===== src/rtl/sched_pkg.sv =====
package sched_pkg;
  parameter int BANK_W = 2;
  parameter int ROW_W  = 14;
  parameter int COL_W  = 10;

  typedef enum logic [2:0] {
    OP_PRE  = 3'd0,
    OP_ACT  = 3'd1,
    OP_RD   = 3'd2,
    OP_WR   = 3'd3,
    OP_RDA  = 3'd4,
    OP_WRA  = 3'd5,
    OP_PREA = 3'd6,
    OP_REF  = 3'd7
  } cmd_op_e;

  // Next step of the head transaction; PH_NEW means "consult bank status".
  typedef enum logic [1:0] {
    PH_NEW = 2'd0,
    PH_PRE = 2'd1,
    PH_ACT = 2'd2,
    PH_COL = 2'd3
  } txn_ph_e;

  typedef struct packed {
    logic              wr;
    logic              ap;
    logic [BANK_W-1:0] bank;
    logic [ROW_W-1:0]  row;
    logic [COL_W-1:0]  col;
  } txn_t;

  localparam int TXN_W = $bits(txn_t);
endpackage


===== src/rtl/sched_rst_sync.sv =====
module sched_rst_sync (
  input  logic clk,
  input  logic rst_n_in,
  output logic rst_n_out
);
  logic [1:0] sync_q;

  always_ff @(posedge clk or negedge rst_n_in) begin
    if (!rst_n_in) sync_q <= 2'b00;
    else           sync_q <= {sync_q[0], 1'b1};
  end

  assign rst_n_out = sync_q[1];
endmodule


===== src/rtl/sched_txn_fifo.sv =====
module sched_txn_fifo #(
  parameter  int WIDTH = 8,
  parameter  int DEPTH = 8,
  localparam int PTR_W = (DEPTH > 1) ? $clog2(DEPTH) : 1,
  localparam int CNT_W = $clog2(DEPTH + 1)
) (
  input  logic             clk,
  input  logic             rst_n,
  input  logic             push,
  input  logic [WIDTH-1:0] push_data,
  input  logic             pop,
  output logic [WIDTH-1:0] head_data,
  output logic             empty,
  output logic             full,
  output logic [CNT_W-1:0] count
);
  logic [WIDTH-1:0] mem [DEPTH];
  logic [PTR_W-1:0] wr_ptr_q, wr_ptr_d, rd_ptr_q, rd_ptr_d;
  logic [CNT_W-1:0] cnt_q, cnt_d;

  function automatic logic [PTR_W-1:0] ptr_inc(input logic [PTR_W-1:0] p);
    return (p == PTR_W'(DEPTH - 1)) ? '0 : p + PTR_W'(1);
  endfunction

  always_comb begin
    wr_ptr_d = push ? ptr_inc(wr_ptr_q) : wr_ptr_q;
    rd_ptr_d = pop  ? ptr_inc(rd_ptr_q) : rd_ptr_q;
    cnt_d    = cnt_q + CNT_W'(push) - CNT_W'(pop);
  end

  always_ff @(posedge clk or negedge rst_n) begin
    if (!rst_n) begin
      wr_ptr_q <= '0;
      rd_ptr_q <= '0;
      cnt_q    <= '0;
    end else begin
      wr_ptr_q <= wr_ptr_d;
      rd_ptr_q <= rd_ptr_d;
      cnt_q    <= cnt_d;
    end
  end

  always_ff @(posedge clk) begin
    if (push) mem[wr_ptr_q] <= push_data;
  end

  assign head_data = mem[rd_ptr_q];
  assign empty     = (cnt_q == '0);
  assign full      = (cnt_q == CNT_W'(DEPTH));
  assign count     = cnt_q;
endmodule


===== src/rtl/sched_step_sel.sv =====
module sched_step_sel
  import sched_pkg::*;
#(
  parameter  int BW = 2,
  parameter  int RW = 14,
  localparam int NB = 1 << BW
) (
  input  logic [BW-1:0]    bank,
  input  logic [RW-1:0]    row,
  input  logic [NB-1:0]    open_vec,
  input  logic [NB*RW-1:0] row_vec,
  output txn_ph_e          first_step
);
  logic [RW-1:0] rows [NB];

  for (genvar g = 0; g < NB; g++) begin : g_rows
    assign rows[g] = row_vec[g*RW +: RW];
  end

  always_comb begin
    if (!open_vec[bank])        first_step = PH_ACT;
    else if (rows[bank] == row) first_step = PH_COL;
    else                        first_step = PH_PRE;
  end
endmodule


===== src/rtl/inorder_cmd_sched.sv =====
module inorder_cmd_sched
  import sched_pkg::*;
#(
  parameter  int DEPTH = 8,
  localparam int NB    = 1 << BANK_W,
  localparam int CNT_W = $clog2(DEPTH + 1)
) (
  input  logic                clk,
  input  logic                rst_n,
  input  logic                txn_valid,
  output logic                txn_ready,
  input  logic                txn_write,
  input  logic                txn_autopre,
  input  logic [BANK_W-1:0]   txn_bank,
  input  logic [ROW_W-1:0]    txn_row,
  input  logic [COL_W-1:0]    txn_col,
  input  logic                refresh_req,
  input  logic [NB-1:0]       bank_open,
  input  logic [NB*ROW_W-1:0] bank_open_row,
  output logic                cmd_valid,
  input  logic                cmd_ready,
  output logic [2:0]          cmd_op,
  output logic [BANK_W-1:0]   cmd_bank,
  output logic [ROW_W-1:0]    cmd_row,
  output logic [COL_W-1:0]    cmd_col
);
  logic rst_n_s;
  sched_rst_sync u_rst (.clk(clk), .rst_n_in(rst_n), .rst_n_out(rst_n_s));

  // transaction queue
  txn_t             in_txn, head;
  logic [TXN_W-1:0] head_bits;
  logic             q_empty, q_full, push, pop;
  logic [CNT_W-1:0] q_cnt;

  assign in_txn = '{wr: txn_write, ap: txn_autopre, bank: txn_bank,
                    row: txn_row, col: txn_col};
  assign push      = txn_valid && txn_ready;
  assign txn_ready = !q_full;
  assign head      = txn_t'(head_bits);

  sched_txn_fifo #(.WIDTH(TXN_W), .DEPTH(DEPTH)) u_fifo (
    .clk(clk), .rst_n(rst_n_s), .push(push), .push_data(in_txn),
    .pop(pop), .head_data(head_bits), .empty(q_empty), .full(q_full),
    .count(q_cnt)
  );

  // first step of the head, from bank status
  txn_ph_e sel_step;
  sched_step_sel #(.BW(BANK_W), .RW(ROW_W)) u_sel (
    .bank(head.bank), .row(head.row), .open_vec(bank_open),
    .row_vec(bank_open_row), .first_step(sel_step)
  );

  // state
  logic        cv_q, cv_d;
  txn_ph_e     ph_q, ph_d, step;
  logic        ref_pend_q, ref_pend_d;
  logic        ref_ph_q, ref_ph_d;
  cmd_op_e     op_q, op_d;
  logic [BANK_W-1:0] bank_q, bank_d;
  logic [ROW_W-1:0]  row_q, row_d;
  logic [COL_W-1:0]  col_q, col_d;
  logic        load, acc, acc_col;

  function automatic cmd_op_e col_op(input logic wr, input logic ap);
    if (ap) return wr ? OP_WRA : OP_RDA;
    else    return wr ? OP_WR  : OP_RD;
  endfunction

  assign step    = (ph_q == PH_NEW) ? sel_step : ph_q;
  assign acc     = cv_q && cmd_ready;
  assign acc_col = acc && (op_q == OP_RD || op_q == OP_WR ||
                           op_q == OP_RDA || op_q == OP_WRA);
  assign pop     = acc_col;

  // command choice at a boundary (no command on the bus)
  always_comb begin
    load   = 1'b0;
    op_d   = op_q;
    bank_d = bank_q;
    row_d  = row_q;
    col_d  = col_q;
    if (!cv_q) begin
      if (ref_ph_q) begin
        load = 1'b1; op_d = OP_REF;
        bank_d = '0; row_d = '0; col_d = '0;
      end else if (ref_pend_q) begin
        load = 1'b1; op_d = OP_PREA;
        bank_d = '0; row_d = '0; col_d = '0;
      end else if (!q_empty) begin
        load   = 1'b1;
        bank_d = head.bank;
        row_d  = head.row;
        col_d  = head.col;
        case (step)
          PH_PRE:  op_d = OP_PRE;
          PH_ACT:  op_d = OP_ACT;
          default: op_d = col_op(head.wr, head.ap);
        endcase
      end
    end
  end

  // sequencing state
  always_comb begin
    cv_d       = cv_q;
    ph_d       = ph_q;
    ref_ph_d   = ref_ph_q;
    ref_pend_d = ref_pend_q || refresh_req;
    if (load)     cv_d = 1'b1;
    else if (acc) cv_d = 1'b0;
    if (acc) begin
      case (op_q)
        OP_PRE:  ph_d = PH_ACT;
        OP_ACT:  ph_d = PH_COL;
        OP_PREA: ref_ph_d = 1'b1;
        OP_REF: begin
          ref_ph_d   = 1'b0;
          ref_pend_d = refresh_req;
          ph_d       = PH_ACT;
        end
        default: ph_d = PH_NEW;
      endcase
    end
  end

  always_ff @(posedge clk or negedge rst_n_s) begin
    if (!rst_n_s) begin
      cv_q       <= 1'b0;
      ph_q       <= PH_NEW;
      ref_pend_q <= 1'b0;
      ref_ph_q   <= 1'b0;
    end else begin
      cv_q       <= cv_d;
      ph_q       <= ph_d;
      ref_pend_q <= ref_pend_d;
      ref_ph_q   <= ref_ph_d;
    end
  end

  always_ff @(posedge clk) begin
    if (load) begin
      op_q   <= op_d;
      bank_q <= bank_d;
      row_q  <= row_d;
      col_q  <= col_d;
    end
  end

  assign cmd_valid = cv_q;
  assign cmd_op    = op_q;
  assign cmd_bank  = bank_q;
  assign cmd_row   = row_q;
  assign cmd_col   = col_q;
endmodule


===== config.mk =====
export PLATFORM = sky130hd
export DESIGN_NAME = inorder_cmd_sched
export DESIGN_NICKNAME = d
export VERILOG_FILES = /design/src/rtl/sched_pkg.sv /design/src/rtl/sched_rst_sync.sv /design/src/rtl/sched_txn_fifo.sv /design/src/rtl/sched_step_sel.sv /design/src/rtl/inorder_cmd_sched.sv
export SDC_FILE = /design/constraint.sdc
export NUM_CORES = 1
export LEC_CHECK = 0
export BUFFER_PORTS_ARGS = -buffer_cell sky130_fd_sc_hd__buf_4
export CORE_UTILIZATION = 47
export CTS_BUF_LIST = sky130_fd_sc_hd__clkbuf_4
export DETAILED_ROUTE_END_ITERATION = 10
export PLACE_DENSITY = 0.63
export REMOVE_ABC_BUFFERS = 1
export SYNTH_ARGS = -nofsm -noshare
export SYNTH_HDL_FRONTEND = slang
export SYNTH_SLANG_ARGS = --single-unit

===== constraint.sdc =====
create_clock -name clk -period 1 [get_ports clk]
set_clock_uncertainty 0.05 [all_clocks]
set_input_delay 0.05 -clock clk [delete_from_list [all_inputs] [get_ports clk]]
set_output_delay 0.05 -clock clk [all_outputs]
set_load 0.1 [all_outputs]

Word level (Yosys, flattened, before mapping)
Memory sizes are Yosys's and may differ from the RTL's.
Cells that the tools add are included.
- bits in registers: 46
- bits in writable memories: 224
- input port bits: 93
- output and inout bits: 31
- word-level logic and storage cells: 86
- memories: 1
- add/sub/neg operators: 4
- order comparisons: 2
- equal/unequal tests: 14
- muxes and demuxes: 31
- bitwise logic cells: 3
- reduce and logical (&&, ||, !) cells: 18
- memory list (memory ; depth ; width ; read ports ; clocked after memory_dff ; wr ports ; line ; source):
    u_fifo.mem ; 8 ; 28 ; 1 ; 0 ; 1 ; sched_txn_fifo.sv:17 ; logic [WIDTH-1:0] mem [DEPTH];
- operator list (operator ; count):
    $mux 14 ; 3
    $bmux 14 s2 ; 1
    $eq 3x3->1 const B ; 6
    $eq 14x14->1 ; 1
    $mux 1 ; 14
    $mux 3 ; 4
    $mux 10 ; 1
    $mux 2 ; 4
    $add 3x1->3 const B ; 2
    $eq 3x2->1 const B ; 2
    $pmux 2 s3 ; 1
    $pmux 3 s2 ; 1
    $add 4x1->4 ; 1
    $eq 4x4->1 const B ; 1
    $logic_not 4->1 ; 1
    $logic_or 1x1->1 ; 4
    $reduce_and 2->1 ; 2
    $reduce_bool 2->1 ; 2
    $reduce_or 2->1 ; 2
    $sub 4x1->4 ; 1
    $eq 3x1->1 const B ; 1
    $ge 3x3->1 const B ; 1
    $logic_and 1x1->1 ; 3
    $logic_not 3->1 ; 1
    11 further kinds ; 12

Longest topological paths before layout
Gate-level depths: netlist of run 1.
An unclocked memory read counts as a cell.
- word-level depth: 13
- mapped depth: 14
- depth with buffers taken out: 12

Modules after synthesis
Synthesis of run 1 repeated with hierarchy kept, for this count alone.
- cell total of the unflattened synthesis: 578
- area, all modules: 11001.8 sq um
- modules (own cells, without submodules) (module ; instances ; cells an instance ; area an instance (sq um) ; seq. area each (sq um)):
    sched_txn_fifo ; 1 ; 443 ; 9058.7 ; 6976.7
    inorder_cmd_sched ; 1 ; 95 ; 1366.3 ; 996.0
    sched_step_sel ; 1 ; 37 ; 523.0 ; 0.0
    sched_rst_sync ; 1 ; 3 ; 53.8 ; 50.0

Worst setup path before layout of run 1
No wires, ideal clock.
- path kind: register to register
- start: register u_fifo.cnt_q[2] (netlist: u_fifo.count[2])
- end: memory u_fifo.mem[0][0] (netlist name), enable pin
- setup time: 0.485 ns
- arrival time: 4.342 ns
- required time: 0.465 ns
- path slack: -3.876 ns
- cell stages (with the launch flop): 6
- buffers on the path: 0
- cell sequence: dfrtp_1 > inv_1 > ha_1 > nand2_1 > nand2_1 > nor4_1
- longest elaborated chain between the ends: 5
- RTL lines (what ; line ; source):
    start: declaration ; sched_txn_fifo.sv:19 ; logic [CNT_W-1:0] cnt_q, cnt_d;
    start signal: assignment ; sched_txn_fifo.sv:39 ; cnt_q <= cnt_d;
    $eq 4x4->1 ; sched_txn_fifo.sv:49 ; assign full = (cnt_q == CNT_W'(DEPTH));
    $logic_not 1->1 ; inorder_cmd_sched.sv:39 ; assign txn_ready = !q_full;
    via txn_ready ; inorder_cmd_sched.sv:11 ; output logic txn_ready,
    $logic_and 1x1->1 ; inorder_cmd_sched.sv:38 ; assign push = txn_valid && txn_ready;
    $mux 1 ; sched_txn_fifo.sv:44 ; if (push) mem[wr_ptr_q] <= push_data;
    $mux 1 (not written as such) ; sched_txn_fifo.sv:44 ;
    end: declaration ; sched_txn_fifo.sv:17 ;
The timed path passes the listed nets, and every way through them passes these cells.

Worst setup path after layout of run 1
- start: register u_fifo.rd_ptr_q[2]
- end: register op_q[0] (netlist: cmd_op[0]), data pin
- longest elaborated chain between the ends: 13
- RTL lines (what ; line ; source):
    start: declaration ; sched_txn_fifo.sv:18 ; logic [PTR_W-1:0] wr_ptr_q, wr_ptr_d, rd_ptr_q, rd_ptr_d;
    start signal: assignment ; sched_txn_fifo.sv:38 ; rd_ptr_q <= rd_ptr_d;
    $mem_v2 8x28 (*) ; -- ;
    $not 2->3 (not written as such) ; sched_step_sel.sv:22 ; else if (rows[bank] == row) first_step = PH_COL;
    $bmux 14 s2 ; sched_step_sel.sv:22 ;
    $mux 14 (not written as such) (2 in a row) ; sched_step_sel.sv:22 ;
    $eq 14x14->1 ; sched_step_sel.sv:22 ;
    $mux 2 ; sched_step_sel.sv:22 ;
    $mux 2 ; sched_step_sel.sv:21 ; if (!open_vec[bank]) first_step = PH_ACT;
    $mux 2 ; inorder_cmd_sched.sv:71 ; assign step = (ph_q == PH_NEW) ? sel_step : ph_q;
    $eq 2x2->1 or $eq 2x1->1 (tied branches) ; inorder_cmd_sched.sv:96 ; case (step)
    $pmux 3 s2 (*) ; inorder_cmd_sched.sv:96 ;
    $mux 3 (*) ; inorder_cmd_sched.sv:91 ; end else if (!q_empty) begin
    $mux 1 (*) ; inorder_cmd_sched.sv:88 ; end else if (ref_pend_q) begin
    end signal: assignment ; inorder_cmd_sched.sv:144 ; op_q <= op_d;
    end: declaration ; inorder_cmd_sched.sv:60 ; cmd_op_e op_q, op_d;
Mark *: on every way between the ends. The rest lies on a longest branch, timed or not. The select of a mux whose other input is x is not followed.
A chain may end at the register's enable or synchronous reset.

==> results of run 1 <==
==> where the power goes <==
group          leakage (nW)  internal (mW)  switching, mW
logic                  3.15           12.8           10.6
registers              2.51           14.2          0.694
clock network         0.525           5.12           4.50
total                  6.19           32.1           15.8
==> cell type report <==
type                    instances  area (um2)  area share (%)
diodes                          1        2.50          0.0151
clock buffers                 107         803            4.85
clock inverters                13        87.6           0.529
inverters                      12        47.5           0.287
multi-input cells             265        3340            20.2
flip-flops and latches        270        8030            48.5
well taps                     313         392            2.36
repair buffers                331        3860            23.3
==> per-stage QoR <==
step           utilization [%]  TNS, ns
2_1_floorplan                -  -821.48
3_3_place_gp              57.6  -228.97
3_5_place_dp              57.6  -241.68
4_1_cts                   71.5  -239.06
5_1_grt                   72.5  -250.23
6_report                  72.5  -235.24
==> worst paths after layout <==
kind	to	slack [ns]	cells after the start
max	cmd_op[0]	-2.33	14
min	u_fifo.wr_ptr_q[1]	-0.13	5
max reg2reg	cmd_op[0]	-2.33	14
min reg2reg	ph_q[0]	0.14	1
max in group asynchronous	u_fifo.rd_ptr_q[2]	0.51	1
min in group asynchronous	ph_q[0]	0.14	1
==> placed cells by master, fill, tap and decap left out, types with 8 or more instances in the layout <==
| cell type | Yosys | routed |
|---|---|---|
| a21oi_1 | 11 | 10 |
| buf_12 | 0 | 51 |
| buf_16 | 0 | 14 |
| buf_4 | 1 | 151 |
| buf_6 | 3 | 70 |
| buf_8 | 1 | 11 |
| clkbuf_4 | 0 | 107 |
| clkinv_1 | 0 | 9 |
| dfrtp_1 | 17 | 11 |
| dlygate4sd3_1 | 0 | 32 |
| edfxtp_1 | 253 | 253 |
| ha_4 | 0 | 8 |
| mux2i_1 | 51 | 37 |
| mux2i_2 | 0 | 11 |
| mux4_2 | 56 | 56 |
| nor2_1 | 42 | 22 |
| nor2_2 | 0 | 12 |
| nor2_4 | 0 | 8 |
| xnor2_1 | 10 | 10 |
| xor2_1 | 12 | 12 |
==> metal layers <==
metal	vias to the layer above	share of wire, %
li1	3090	-
met1	3495	37
met2	290	53
met3	70	6.7
met4	0	3.5
met5	-	0
==> cell usage after synthesis <==
library cell	n	area (um2)
edfxtp_1	253	7600
mux4_2	56	1260
mux2i_1	51	510
nor2_1	42	158
dfrtp_1	17	425
inv_1	12	45.0
nand2_1	12	45.0
xor2_1	12	105
a21oi_1	11	55.1
ha_1	11	138
xnor2_1	10	87.6
buf_2	7	35.0
clkbuf_1	7	26.3
mux2_2	6	67.6
nand2b_1	6	37.5
nor3_1	6	30.0
buf_1	5	18.8
mux2_1	5	56.3
o21ai_0	4	20.0
o21ai_1	4	20.0
a31oi_1	3	18.8
buf_6	3	33.8
nor4_1	3	18.8
a21o_1	2	15.0
mux2i_4	2	45.0
nand3_1	2	10.0
nor4_2	2	25.0
o22ai_1	2	12.5
o31ai_1	2	15.0
a211oi_1	1	7.51
a221o_1	1	10.0
a221oi_1	1	8.76
a31o_1	1	8.76
buf_4	1	7.51
buf_8	1	15.0
conb_1	1	3.75
fa_1	1	20.0
nor2b_1	1	6.26
nor3b_1	1	7.51
o21a_1	1	7.51
o21bai_1	1	7.51
or2_2	1	6.26
==> worst max-delay path, delay by kind of cell, from the launching register on <==
kind,cells,cell delay (ns)
compound gates,4,0.76
xor+xnor,1,0.10
fa+ha+maj,1,0.20
buf+inv,4,0.52
flops,1,0.44
mux,3,0.75
simple gates,1,0.29
==> flip-flops by register name, summed over array words and instances, names as in the netlist <==
| name | cells |
|---|---|
| ref_pend_q | 1 |
| u_rst.sync_q | 2 |
| cmd_valid | 1 |
| cmd_bank | 2 |
| cmd_op | 3 |
| ref_ph_q | 1 |
| u_fifo.count | 4 |
| cmd_row | 14 |
| u_fifo.wr_ptr_q | 3 |
| cmd_col | 10 |
| u_fifo.rd_ptr_q | 3 |
| ph_q | 2 |
| u_fifo.mem | 224 |
==> what timing repair did <==
item                                   CTS  global route
setup endpoints to repair              328           328
gates resized for setup                171           117
endpoints found under the hold margin  235             4
buffers inserted                        58            37
pin swaps                               34            33
cloned                                  28             2
==> cell families after synthesis <==
| logic type | synth area share [%] |
|---|---|
| flops | 72.6 |
| other cells | 0.0339 |
| compound gates | 1.87 |
| mux | 17.6 |
| simple gates | 3.11 |
| buf+inv | 1.64 |
| fa+ha+maj | 1.43 |
| xor+xnor | 1.74 |
==> results.py, run 1 <==
metrics = {
    "outcome": {
        "status": "finished with violations",
        "violations": "negative hold slack, negative setup slack",
    },
    "sta": {
        "fin_hold_ws_ns": -0.130,
        "hold_viol_final": 4,
        "fmax_mhz": 300,
        "worst_slack_ns": -2.33,
        "rsz0062_at_grt": "yes",
        "setup_viol": 328,
        "post-route-period-util_pct": 333,
        "maxSlewViolCount": 0,
        "min_period_ns": 3.33,
    },
    "critical_path": {
        "path_class": "reg2reg",
        "cp-start-kind": "flop",
        "worst_ep_arrival_time_ns": 3.72,
        "cp_max_fo": 7,
        "r2r-start": "u_fifo.rd_ptr_q[2]",
        "cp_cell_sequence": "buf_6 -> buf_6 -> mux4_2 -> mux2i_4 -> buf_12 -> buf_12 -> mux2i_2 -> xor2_1 -> a221o_1 -> nor4_4 -> a31o_4 -> ha_4 -> o21ai_1 -> o21bai_1",
        "cp.required_ns": 1.39,
        "critPathMaxStageDelay_ns": 0.44,
        "cp_slowest_cell": "dfrtp_2",
        "endpoint_kind": "flop",
        "crit_start": "u_fifo.rd_ptr_q[2]",
    },
    "clock_tree": {
        "hold_buffers": 32,
        "clk_path_buf_depth": 3,
        "cts_root_buffer": "clkbuf_4",
        "cts_tree": "done",
        "htree_levels": 3,
        "path_clk_slew_ns": 0.07,
        "cts_buffers": 70,
        "cts_sinks": 270,
        "clock_latency_ns": 0.69,
    },
    "detailed_routing": {
        "drt-vias-per-instance": 5.29,
        "firstDrtPassIters": 4,
        "route.detailed.drc": 0,
        "drt-total-wl_um": 29500,
        "dr.first_iter.drc_count": 559,
        "final_antenna_net_count": 0,
        "vias": 6945,
        "wl_per_cell_um": 22.5,
    },
    "layout": {
        "layout.cells.non_filler": 1312,
        "drive_gt1_share_pct": 56.2,
        "fillCellCount": 1378,
        "syn_to_final_growth_pct": 50.0,
        "final_cell_area_um2": 16600,
        "final_nets": 1055,
    },
    "power_and_ir_drop": {
        "ir_drop_mv": 1.46,
        "p_leak_nw": 6.19,
        "design_power_total_mw": 47.9,
        "power_density_nw_per_um2": 2890,
    },
    "placement": {
        "post-place-ws_ns": -2.57,
        "dp_hpwl_um": 14800,
        "post_dp_cell_area_um2": 13100,
        "io_buffers": 123,
        "gp_congestion": 0.825,
        "place_inst": 1068,
    },
    "floorplan": {
        "chipHeight_um": 155,
        "start_util_pct": 48.4,
        "boundaryPins": 124,
        "die_area_um2": 24100,
        "core_area_um2": 22800,
        "die-width_um": 155,
        "rows": 55,
    },
    "global_route": {
        "antenna_found_initial": 1,
        "grt_use_met1_pct": 29.2,
        "grt_max_degree": 17,
        "grt_pass1_wl_um": 43100,
        "grtUsageMet3_pct": 5.85,
        "overflow": 0,
        "grt_usage_pct": 24.9,
        "first_global_vias": 7371,
        "top_usage_layer": "met2",
        "grt.met2_usage_pct": 44.3,
    },
    "worst_hold_path": {
        "hold_start": "txn_valid",
        "hp-class": "in2reg",
    },
    "synth": {
        "seq_area_frac_synth_pct": 72.6,
        "synth_warnings": 0,
        "synthDistinctLibCells": 42,
        "syn_area_per_cell_um2": 19.4,
        "syn_inst": 571,
        "ys_ff_latch": 270,
        "syn_area_um2": 11000,
    },
    "job": {
        "maxCapViolations": 0,
    },
}
Power figures use the tool's default switching activity.
==> inputs of run 2 (changes only) <==
--- a/config.mk
+++ b/config.mk
@@ -13,4 +13,5 @@
 export REMOVE_ABC_BUFFERS = 1
 export SYNTH_ARGS = -nofsm -noshare
 export SYNTH_HDL_FRONTEND = slang
+export SYNTH_HIERARCHICAL = 1
 export SYNTH_SLANG_ARGS = --single-unit
==> run 2 against run 1 <==
Net effect:
- final cell count shrank 1.5%
- register-to-register slack got worse by 0.28 ns
- design area fell by 4.3%
- global-route usage fell by 1.0 points
- combinational power fell by 18%
- clock power shrank 2.7%
- core utilization decreased by 2.9 points
- the flow still finishes with violations (negative hold slack, negative setup slack)
- flip-flop and latch count unchanged
- synthesized area fell by 0.43%
- synthesized cell count is 1.2% higher
- count of clock-buffer cells in the layout rose by 2
==> results.py, run 2 <==
metrics = {
    "placement": {
        "gp_congestion": 0.810,
        "dp_hpwl_um": 16100,
        "io_buffers": 123,
        "place_inst": 1062,
        "post-place-ws_ns": -2.73,
        "post_dp_cell_area_um2": 12900,
    },
    "sta": {
        "setup_viol": 328,
        "hold_viol_final": 1,
        "worst_slack_ns": -2.60,
        "min_period_ns": 3.60,
        "fin_hold_ws_ns": -0.0259,
        "rsz0062_at_grt": "yes",
        "fin_setup_tns_ns": -306.96,
        "maxSlewViolCount": 0,
        "post-route-period-util_pct": 360,
        "fmax_mhz": 277,
    },
    "floorplan": {
        "rows": 55,
        "die_area_um2": 24000,
        "die-width_um": 155,
        "core_area_um2": 22800,
        "chipHeight_um": 155,
        "boundaryPins": 124,
        "start_util_pct": 48.3,
    },
    "critical_path": {
        "critPathMaxStageDelay_ns": 0.51,
        "cp_max_fo": 7,
        "path_class": "reg2reg",
        "r2r_slack_ns": -2.60,
        "cp.required_ns": 1.38,
        "worst_ep_arrival_time_ns": 3.99,
        "cp_slowest_cell": "dfrtp_4",
        "cp-start-kind": "flop",
        "cp_cell_sequence": "buf_12 -> buf_12 -> mux4_2 -> nand2_2 -> nand2_4 -> mux4_2 -> xor2_1 -> nor4_2 -> nand3_1 -> o31ai_2 -> inv_1 -> o21ai_1 -> ha_1 -> mux2i_1 -> o21bai_1",
        "endpoint_kind": "flop",
    },
    "job": {
        "maxCapViolations": 0,
    },
    "worst_hold_path": {
        "hp-class": "in2reg",
    },
    "synth": {
        "ys_ff_latch": 270,
        "synth.largest_area_cell": "edfxtp_1",
        "synthDistinctLibCells": 40,
        "synth_flop_cell": "edfxtp_1",
        "yosys-top-cells-count": "edfxtp_1, nand2_1, mux4_2",
        "synth_edf_count": 253,
        "syn_area_per_cell_um2": 19.0,
        "syn_area_um2": 11000,
        "synth_area_leaders": "edfxtp_1, mux4_2, dfrtp_1, nand2_1, and2_1",
        "seq_area_frac_synth_pct": 72.9,
        "synth_top_area_share_pct": 69.1,
        "synth_warnings": 6,
        "syn_inst": 578,
        "synthArstFlopShare_pct": 6.30,
        "yosysMostFrequentCell": "edfxtp_1",
    },
    "layout": {
        "regMostFlops": "u_fifo/mem",
        "layout.cells.non_filler": 1292,
        "final_nets": 1030,
        "layout_common_cells": "edfxtp_1, buf_4, clkbuf_4",
        "final_cell_area_um2": 15900,
        "largest_reg_flops": 224,
        "drive_gt1_share_pct": 54.1,
        "ff_latch_area_um2": 8030,
        "multi_input_area_um2": 3080,
        "final_common_cell": "edfxtp_1",
        "fillCellCount": 1453,
        "syn_to_final_growth_pct": 44.1,
    },
    "detailed_routing": {
        "vias": 6871,
        "dr.first_iter.drc_count": 420,
        "firstDrtPassIters": 6,
        "final_antenna_net_count": 0,
        "drt-vias-per-instance": 5.32,
        "route.detailed.drc": 0,
        "wl_per_cell_um": 22.1,
        "drt-total-wl_um": 28500,
    },
    "clock_tree": {
        "clock_latency_ns": 0.68,
        "cts_tree": "done",
        "htree_levels": 3,
        "path_clk_slew_ns": 0.07,
        "clk_path_buf_depth": 3,
        "cts_buffers": 72,
        "cts_root_buffer": "clkbuf_4",
        "cts_sinks": 270,
        "hold_buffers": 32,
    },
    "outcome": {
        "status": "finished with violations",
        "violations": "negative hold slack, negative setup slack",
    },
    "global_route": {
        "grt_usage_pct": 23.9,
        "first_global_vias": 7136,
        "grt_pass1_wl_um": 41300,
        "grt_max_degree": 31,
        "antenna_found_initial": 1,
        "overflow": 0,
    },
    "power_and_ir_drop": {
        "ir_drop_mv": 1.27,
        "design_power_total_mw": 43.3,
        "p_leak_nw": 5.98,
        "power_density_nw_per_um2": 2730,
    },
}
[run 2: changes by cell type in the layout (fill, tap and decap cells not counted), sizes merged, moves of 7 or more]
cell / delta
xor2: -7
mux2: -7
buf: -38
mux4: +15
a21oi: -8
nor2: -32
and2: +26
nand2: +80
mux2i: -52
clkbuf: +7
[run 2: logic make-up (layout without fill, tap and decap cells)]
family | Yosys count | count (layout) | share of synthesized area [%]
flops | 270 | 270 | 72.9
compound gates | 18 | 18 | 1.07
fa+ha+maj | 12 | 12 | 1.43
other cells | 1 | 2 | 0.0341
simple gates | 145 | 145 | 6.00
xor+xnor | 17 | 17 | 1.35
mux | 76 | 76 | 15.0
buf+inv | 39 | 439 | 2.15
[run 2: final cells by class]
class                      instances  area share [%]
clock buffer                     109            5.16
sequential                       270            50.6
inverter                          14           0.347
clock inverter                    18           0.513
antenna                            1          0.0158
tap                              313            2.47
multi-input combinational        269            19.4
timing repair buffer             298            21.4
[run 2: through the flow]
step | hold slack [ns] | utilization, %
final | -0.0259 | 69.6
after global routing | -0.0355 | 69.6
after CTS | -0.144 | 67.3
after detailed placement | -0.215 | 56.6
after global placement | -0.217 | 56.6
after floorplan | -0.296 | -
[run 2: critical path, delay by kind of cell (launching register included)]
kind	cells	cell delay (ns)
xor gates and xnor gates	1	0.17
DFF	1	0.51
buffers and inverters	3	0.32
and+or+nand+nor	4	0.71
adders and majority gates	1	0.29
AOI/OAI and AO/OA	3	0.41
muxes	3	0.92
[run 2: path summary, 6_finish.rpt]
check,start,end,cells past startpoint
worst min-delay path,txn_valid,u_fifo/wr_ptr_q[1],5
worst max register to register,u_fifo/rd_ptr_q[0],cmd_op[0],15
max in group asynchronous,u_rst/sync_q[1],u_fifo/wr_ptr_q[1],1
min in group asynchronous,u_rst/sync_q[1],u_fifo/count[1],1
worst min register to register,u_rst/sync_q[1],u_fifo/count[1],1
worst max-delay path,u_fifo/rd_ptr_q[0],cmd_op[0],15
[run 2: report_power, final]
group / leakage, nW / switching, mW / total (mW) / internal (mW)
Combinational: 2.93 / 9.09 / 19.1 / 10.0
Clock: 0.534 / 4.38 / 9.36 / 4.98
Sequential: 2.51 / 0.627 / 14.8 / 14.2
[run 2: layer usage]
layer / wire, um / up-vias / GRT usage [%]
li1: - / 3028 / -
met1: 11100 / 3508 / 29.4
met2: 14800 / 294 / 40.6
met3: 1970 / 41 / 6.16
met4: 583 / 0 / 9.57
met5: 0 / - / 0
[run 2: what timing repair did]
action                     in CTS  in global routing
setup endpoints to repair     328                328
resized for setup             137                113
hold endpoints to repair      232                  1
setup buffers                  37                 36
gates cloned                   17                  8
pin swaps                      30                 25
